[src/rtl/cc32_pkg.sv]
`timescale 1ns/1ps
package cc32_pkg;
  // Strobes from the control to the datapath, valid for one clock.
  typedef struct packed {
    logic sync;    // clear every channel
    logic loStep;  // advance the low channel (or the native counter)
    logic hiStep;  // advance the high channel
  } ctrl_strobe_t;
endpackage

[src/rtl/cc32_ctrl.sv]
`timescale 1ns/1ps
module cc32_ctrl
  import cc32_pkg::*;
#(
  parameter int PRESCALE_DIV = 8,
  parameter bit NATIVE_WIDE  = 1'b0
) (
  input  logic         clk,
  input  logic         rst_n,
  input  logic         syncReq,
  input  logic         waveIn,
  output ctrl_strobe_t strobes
);

  logic tick;

  generate
    if (PRESCALE_DIV <= 1) begin : gNoDiv
      assign tick = 1'b1;
    end else begin : gDiv
      localparam int PreW = $clog2(PRESCALE_DIV);
      localparam logic [PreW-1:0] PreLast = PreW'(PRESCALE_DIV - 1);
      logic [PreW-1:0] preQ;

      always_ff @(posedge clk or negedge rst_n) begin
        if (!rst_n)              preQ <= '0;
        else if (syncReq)        preQ <= '0;
        else if (preQ == PreLast) preQ <= '0;
        else                     preQ <= preQ + PreW'(1);
      end

      assign tick = (preQ == PreLast);

      AST_PRE_RANGE: assert property (@(posedge clk) disable iff (!rst_n)
        preQ <= PreLast);
      AST_PRE_SYNC: assert property (@(posedge clk) disable iff (!rst_n)
        syncReq |=> (preQ == '0));
    end
  endgenerate

  // Rising-edge detector on the routed waveform, in the master clock domain.
  logic wavePrevQ;
  always_ff @(posedge clk or negedge rst_n) begin
    if (!rst_n)       wavePrevQ <= 1'b1;
    else if (syncReq) wavePrevQ <= 1'b1;
    else              wavePrevQ <= waveIn;
  end

  logic hiEdge;
  assign hiEdge = waveIn & ~wavePrevQ & ~NATIVE_WIDE;

  assign strobes.sync   = syncReq;
  assign strobes.loStep = tick & ~syncReq;
  assign strobes.hiStep = hiEdge & ~syncReq;

  AST_HI_SINGLE: assert property (@(posedge clk) disable iff (!rst_n)
    strobes.hiStep |=> !strobes.hiStep);
  AST_STROBE_EXCL: assert property (@(posedge clk) disable iff (!rst_n)
    strobes.sync |-> !(strobes.loStep || strobes.hiStep));

endmodule

[src/rtl/cc32_datapath.sv]
`timescale 1ns/1ps
module cc32_datapath
  import cc32_pkg::*;
#(
  parameter int CH_WIDTH    = 16,
  parameter bit NATIVE_WIDE = 1'b0
) (
  input  logic                  clk,
  input  logic                  rst_n,
  input  ctrl_strobe_t          strobes,
  output logic [CH_WIDTH-1:0]   countLo,
  output logic [CH_WIDTH-1:0]   countHi,
  output logic [2*CH_WIDTH-1:0] countAll,
  output logic                  waveOut
);

  localparam int WideW = 2 * CH_WIDTH;
  localparam logic [CH_WIDTH-1:0] LoMax    = '1;
  localparam logic [CH_WIDTH-1:0] HalfMark = {1'b1, {(CH_WIDTH-1){1'b0}}};

  generate
    if (NATIVE_WIDE) begin : gNative
      logic [WideW-1:0] wideQ;

      always_ff @(posedge clk or negedge rst_n) begin
        if (!rst_n)              wideQ <= '0;
        else if (strobes.sync)   wideQ <= '0;
        else if (strobes.loStep) wideQ <= wideQ + WideW'(1);
      end

      assign countLo  = wideQ[CH_WIDTH-1:0];
      assign countHi  = '0;
      assign countAll = wideQ;
      assign waveOut  = 1'b0;

      AST_WIDE_STEP: assert property (@(posedge clk) disable iff (!rst_n)
        (strobes.loStep && !strobes.sync) |=> (wideQ == $past(wideQ) + WideW'(1)));
      AST_WIDE_HOLD: assert property (@(posedge clk) disable iff (!rst_n)
        (!strobes.loStep && !strobes.sync) |=> $stable(wideQ));
      AST_WIDE_NO_HI: assert property (@(posedge clk) disable iff (!rst_n)
        !strobes.hiStep);
    end else begin : gCascade
      logic [CH_WIDTH-1:0] ch0Q;
      logic [CH_WIDTH-1:0] ch1Q;
      logic [CH_WIDTH-1:0] ch0Next;
      logic                waveQ;

      assign ch0Next = ch0Q + CH_WIDTH'(1);

      always_ff @(posedge clk or negedge rst_n) begin
        if (!rst_n)              ch0Q <= '0;
        else if (strobes.sync)   ch0Q <= '0;
        else if (strobes.loStep) ch0Q <= ch0Next;
      end

      // Compare-driven waveform: set at count zero, cleared at the half mark.
      always_ff @(posedge clk or negedge rst_n) begin
        if (!rst_n)            waveQ <= 1'b1;
        else if (strobes.sync) waveQ <= 1'b1;
        else if (strobes.loStep) begin
          if (ch0Next == '0)            waveQ <= 1'b1;
          else if (ch0Next == HalfMark) waveQ <= 1'b0;
        end
      end

      always_ff @(posedge clk or negedge rst_n) begin
        if (!rst_n)              ch1Q <= '0;
        else if (strobes.sync)   ch1Q <= '0;
        else if (strobes.hiStep) ch1Q <= ch1Q + CH_WIDTH'(1);
      end

      assign countLo  = ch0Q;
      assign countHi  = ch1Q;
      assign countAll = {ch1Q, ch0Q};
      assign waveOut  = waveQ;

      AST_LO_WRAP: assert property (@(posedge clk) disable iff (!rst_n)
        (strobes.loStep && !strobes.sync && ch0Q == LoMax) |=> (ch0Q == '0));
      AST_WAVE_HALF: assert property (@(posedge clk) disable iff (!rst_n)
        waveQ == (ch0Q < HalfMark));
      AST_HI_HOLD: assert property (@(posedge clk) disable iff (!rst_n)
        (!strobes.sync && !strobes.hiStep) |=> $stable(ch1Q));
      AST_HI_AFTER_ZERO: assert property (@(posedge clk) disable iff (!rst_n)
        strobes.hiStep |-> (ch0Q == '0));
      AST_SYNC_CLEAR: assert property (@(posedge clk) disable iff (!rst_n)
        strobes.sync |=> (ch0Q == '0 && ch1Q == '0 && waveQ));
    end
  endgenerate

endmodule

[src/rtl/cascade_counter32.sv]
`timescale 1ns/1ps
module cascade_counter32
  import cc32_pkg::*;
#(
  parameter int CH_WIDTH     = 16,
  parameter int PRESCALE_DIV = 8,
  parameter bit NATIVE_WIDE  = 1'b0
) (
  input  logic                  clk,
  input  logic                  rst_n,
  input  logic                  syncReq,
  output logic [CH_WIDTH-1:0]   countLo,
  output logic [CH_WIDTH-1:0]   countHi,
  output logic [2*CH_WIDTH-1:0] countAll,
  output logic                  waveOut
);

  ctrl_strobe_t strobes;

  cc32_ctrl #(
    .PRESCALE_DIV(PRESCALE_DIV),
    .NATIVE_WIDE (NATIVE_WIDE)
  ) ctrl_i (
    .clk    (clk),
    .rst_n  (rst_n),
    .syncReq(syncReq),
    .waveIn (waveOut),
    .strobes(strobes)
  );

  cc32_datapath #(
    .CH_WIDTH   (CH_WIDTH),
    .NATIVE_WIDE(NATIVE_WIDE)
  ) datapath_i (
    .clk     (clk),
    .rst_n   (rst_n),
    .strobes (strobes),
    .countLo (countLo),
    .countHi (countHi),
    .countAll(countAll),
    .waveOut (waveOut)
  );

  AST_CONCAT: assert property (@(posedge clk) disable iff (!rst_n)
    NATIVE_WIDE || (countAll == {countHi, countLo}));

endmodule

[config.mk]
export PLATFORM = sky130hd
export DESIGN_NAME = cascade_counter32
export DESIGN_NICKNAME = d
export VERILOG_FILES = /design/src/rtl/cc32_pkg.sv /design/src/rtl/cc32_ctrl.sv /design/src/rtl/cc32_datapath.sv /design/src/rtl/cascade_counter32.sv
export SDC_FILE = /design/constraint.sdc
export NUM_CORES = 1
export LEC_CHECK = 0
export ABC_AREA = 1
export CORE_MARGIN = 4
export CORE_UTILIZATION = 52
export CTS_CLUSTER_SIZE = 40
export DETAILED_ROUTE_END_ITERATION = 8
export PLACE_DENSITY = 0.86
export SLEW_MARGIN = 20
export SYNTH_ARGS = -nofsm -noshare
export SYNTH_HDL_FRONTEND = slang
export SYNTH_HIERARCHICAL = 1
export SYNTH_SLANG_ARGS = --single-unit
[constraint.sdc]
create_clock -name clk -period 2.7 [get_ports clk]
set_input_delay 0.54 -clock clk [delete_from_list [all_inputs] [get_ports clk]]
set_output_delay 0.54 -clock clk [all_outputs]
set_load 0.01 [all_outputs]
Word-level counts from Yosys, hierarchy flattened
Index checks and enable logic that the tools add are counted.

Logic and storage cells: 31. Flip-flop bits (word level): 37. Output and inout port bits: 65. Bits of input ports: 3.

Equal/unequal tests: 2. Reduce and logical (&&, ||, !) cells: 5. Mux-type cells: 11. Bitwise gates (word level): 5. Add/sub/neg operators: 3.

Operator list (number): $mux 16 (4); $add 16x1->16 const B (2); $eq 16x16->1 const B (1); $logic_not 16->1 (1); $mux 3 (2); $mux 1 (5); $reduce_bool 2->1 (2); $add 3x1->3 const B (1); $and 1x1->1 (3); $eq 3x3->1 const B (1); $reduce_bool 3->1 (1); $not 1->1 (2); $reduce_and 2->1 (1).

Longest topological paths before layout
Depth after elaboration: 6. Gate-level depth with buffers: 12.

By module
Netlist, hierarchy kept.

By module, submodules not included: cc32_datapath (area each 2182.1 µm², times used 1, cells an instance 304); cc32_ctrl (area each 185.2 µm², times used 1, cells an instance 20).

Worst setup path before layout
OpenSTA, ideal clock, no wires.

Path type: register -> register. Start: register datapath_i.gCascade.ch0Q[1] (netlist: datapath_i/countLo[1]). End: register datapath_i.gCascade.waveQ (netlist: datapath_i/waveOut). Stages on the path, launching flop included: 13. Arrival: 1511 ps. Slack: 1112 ps. Clock period less this slack: 1588 ps. Required time: 2623 ps. Path through: dfrtp_1 > ha_1 > nand2_1 > nor2_4 > nand3_1 > nand2_1 > nand2_1 > nor2_1 > inv_1 > nor2_1 > nand2_1 > nand2_1 > nand2_1.

Longest elaborated chain between the ends: 5.

RTL lines: start, declared (line cc32_datapath.sv:43) `logic [CH_WIDTH-1:0] ch0Q;`; start signal, assigned (line cc32_datapath.sv:53) `else if (strobes.loStep) ch0Q <= ch0Next;`; $add 16x1->16 * (line cc32_datapath.sv:48) `assign ch0Next = ch0Q + CH_WIDTH'(1);`; $logic_not 16->1 (line cc32_datapath.sv:61) `if (ch0Next == '0) waveQ <= 1'b1;`; $mux 1 (line cc32_datapath.sv:61); $mux 1 (line cc32_datapath.sv:60) `else if (strobes.loStep) begin`; $mux 1 (line cc32_datapath.sv:59) `else if (strobes.sync) waveQ <= 1'b1;`; end signal, assigned (line cc32_datapath.sv:59); end signal, assigned (line cc32_datapath.sv:61); end signal, assigned (line cc32_datapath.sv:62) `else if (ch0Next == HalfMark) waveQ <= 1'b0;`; end, declared (line cc32_datapath.sv:46) `logic waveQ;`.

Every way passes the cells marked *; elsewhere a longest branch is shown, timed or not. The select of a mux whose other input is x is not followed. A chain may end at the register's enable or synchronous reset.

Worst setup path after layout
Start: register datapath_i.gCascade.waveQ (netlist: datapath_i/waveOut). End: output waveOut.

RTL lines: start signal, assigned (line cc32_datapath.sv:58) `if (!rst_n) waveQ <= 1'b1;`; start signal, assigned (line cc32_datapath.sv:59); start signal, assigned (line cc32_datapath.sv:61); end, declared (line cascade_counter32.sv:15) `output logic waveOut`.

No word-level cell between the ends.

==> results.yml <==
worst_setup_path:
  r2r_slack_ps: 790
  arrival_ps: 1380
  worstReg2RegStart: "datapath_i/countLo[1]$_DFFE_PN0P_"
  r2r_end: "datapath_i/waveOut$_DFFE_PN1P_"
  crit_path_start_kind: "flop"
  end_kind: "output pin"
  crit_path_max_fanout: 4
  cp_top_family: "flip-flops"
  path_buf_inv: 1
  worstPathCellList: "clkdlybuf4s50_1"
  cpPeakStageDelay_ps: 560
  rr_worst_depth: 12
  critPathKind: "reg2out"
  cp_data_required_time_ps: 2160
  slowest_stage: "dfstp_2"
place:
  gp_congestion: 0.851
  dp_hpwl_um: 4170
  io_buffers: 67
timing:
  fin_setup_tns_ps: 0
  worstMarginPinSlew_ps: 493
  hold_viol: 0
  post-route-min-period_ps: 1920
  max-slew-margin-rel: 0.669
  rsz0062_at_grt: "false"
  clock_skew_ps: 8.60
  hold_slack_ps: 451
  finalCritPeriodShare: 0.711
  setup_viol: 0
  slew_violations: 0
  fmax_mhz: 521
pwr:
  p_comb_frac: 0.079
  p_int_uw: 874
  p_seq_frac: 0.506
  power_density_nw_per_um2: 384
  p_sw_uw: 265
  peakVddDrop_uv: 371
  clkPwrFrac: 0.415
  p_leak_nw: 1.29
  switching_share: 0.232
layout:
  seq_area_um2: 928
  fillers: 376
  fin_nets: 373
  diodes: 0
  drive_gt1_frac: 0.0765
  multi_input_area_um2: 997
  area_growth_pct: 25.4
synth:
  synthMuxAreaShare: 0
  synth_top_family_by_area: "simple AND/OR/NAND/NOR gates"
  synthAdderAreaFrac: 0.0264
  avgSynthCellArea_um2: 7.31
  synth_top_cell_area_share: 0.370
  synth_compound_area_frac: 0.0909
  synth_xor_xnor_area_share: 0.00370
  synth_seq_area_share: 0.392
  synthCells: 324
  synth.lib_cells_used.distinct: 27
  ys_seq_elements: 37
  syn_area_um2: 2370
  ys_top_cells_by_area: "dfrtp_1, nand2_1, buf_4"
  yosys_warnings: 6
  yosys.area.top_type: "dfrtp_1"
  syn-num-nets: 332
  yosys.area_share.simple: 0.300
die:
  core_um2: 4380
  die_h_um: 75.5
  die-area_um2: 5700
  initial_utilization: 0.540
  ios: 68
  fp-row-count: 24
  die_w_um: 75.5
hold_path:
  min-delay-start: "ctrl_i/gDiv.preQ[0]$_DFF_PN0_"
  hold_end: "ctrl_i/gDiv.preQ[0]$_DFF_PN0_"
  hp-class: "reg2reg"
  hold_depth: 1
detailed_routing:
  wl_per_cell_um: 13.5
  drt.antenna.violating_nets: 0
  drtIter0Drc: 218
  viasPerCell: 5.31
  drt_pre_antenna_iters: 4
  drc: 0
  via_count: 2221
  wl_um: 5620
global_route:
  grt_pass1_wl_um: 9360
  antenna_found_initial: 0
  first_global_vias: 2042
  grt_max_degree: 38
  grt_overflow: 0
  grt_util_all_layers: 0.216
clocking:
  cts_sinks: 37
  cts_resized: 0
  cts_tree: "yes"
  cts_hold_buf: 0
  clk_latency_ps: 290
  cts.htree.levels: 2
  clockBufferDepth: 2
  cts_setup_buffers: 0
  clk_pin_slew_ps: 70
  cts_buffers: 5
  cts_root_buf: "clkbuf_8"
outcome:
  status: "complete, no violations"
run:
  max-cap-violations: 0
-- cell usage after synthesis (all sizes together) --
cell type,instances
nand4,8
nand2,78
o21a,1
xnor2,1
or2,1
buf,36
inv,45
a22o,1
clkbuf,1
dfstp,2
ha,5
nor2,47
dfrtp,35
a21oi,13
nor3,7
o22ai,7
o21ai,18
nand3,18
-- flip-flops by register name (all words and copies together), names as in the netlist --
name,cells
ctrl_i/gDiv.preQ,3
datapath_i/waveOut,1
datapath_i/countHi,16
datapath_i/countLo,16
ctrl_i/wavePrevQ,1
-- through the flow --
stage          setup WS (ps)  total power [mW]  cell area (µm²)   util  cells
2_1_floorplan           1110             0.634             2370      -    324
3_3_place_gp             574             0.673             2860  0.652    410
3_5_place_dp             524             0.677             2860  0.652    410
4_1_cts                  761              1.15             2970  0.677    418
5_1_grt                  542              1.19             2970  0.677    418
6_report                 779              1.14             2970  0.677    418
-- area by class of cell --
class	instances	share of cell area
sequential	37	0.313
tap	52	0.0219
inverter	45	0.0569
timing repair buffer	71	0.236
clock buffer	6	0.0245
multi-input combinational	205	0.336
clock inverter	2	0.0118
-- worst max-delay path by stage --
stage,from,to,slack [ps],cells after the start
after floorplan,datapath_i/countLo[1]$_DFFE_PN0P_,datapath_i/waveOut$_DFFE_PN1P_,1110,12
after global placement,syncReq,datapath_i/countHi[14]$_DFFE_PN0P_,570,9
after detailed placement,syncReq,datapath_i/countLo[11]$_DFFE_PN0P_,520,6
after CTS,datapath_i/waveOut$_DFFE_PN1P_,waveOut,760,1
after global routing,datapath_i/countLo[1]$_DFFE_PN0P_,datapath_i/waveOut$_DFFE_PN1P_,540,12
final,datapath_i/waveOut$_DFFE_PN1P_,waveOut,780,1
-- cells in the final DEF, fill, tap and decap left out, types with 6 or more instances in the layout --
cell type / instances
a21oi_1: 13
clkdlybuf4s50_1: 67
dfrtp_1: 35
inv_1: 44
nand2_1: 76
nand3_1: 17
nand4_1: 8
nor2_1: 37
nor2_2: 6
nor3_1: 6
o21ai_0: 17
o22ai_1: 7
-- power groups by stage --
stage	clock, mW	sequential (mW)	combinational [mW]
floorplan	0	0.586	0.0487
global placement	0	0.586	0.0878
detailed placement	0	0.586	0.0910
CTS	0.485	0.575	0.0914
global route	0.515	0.577	0.102
finish	0.473	0.576	0.0897
-- logic make-up after synthesis --
family	after synthesis
fa+ha+maj	5
flops	37
buf+inv	82
compound gates	40
xor+xnor	1
simple gates	159
-- per-layer routing --
layer / share of wire / routed length [µm] / vias up / track usage
met2: 0.48 / 2690 / 94 / 0.337
met1: 0.43 / 2400 / 1044 / 0.291
met4: 0.019 / 106 / 0 / 0.0874
met5: 0 / 0 / - / 0
li1: - / - / 1073 / -
met3: 0.076 / 427 / 10 / 0.0515
No activity file was read; power rests on OpenSTA's default activity.
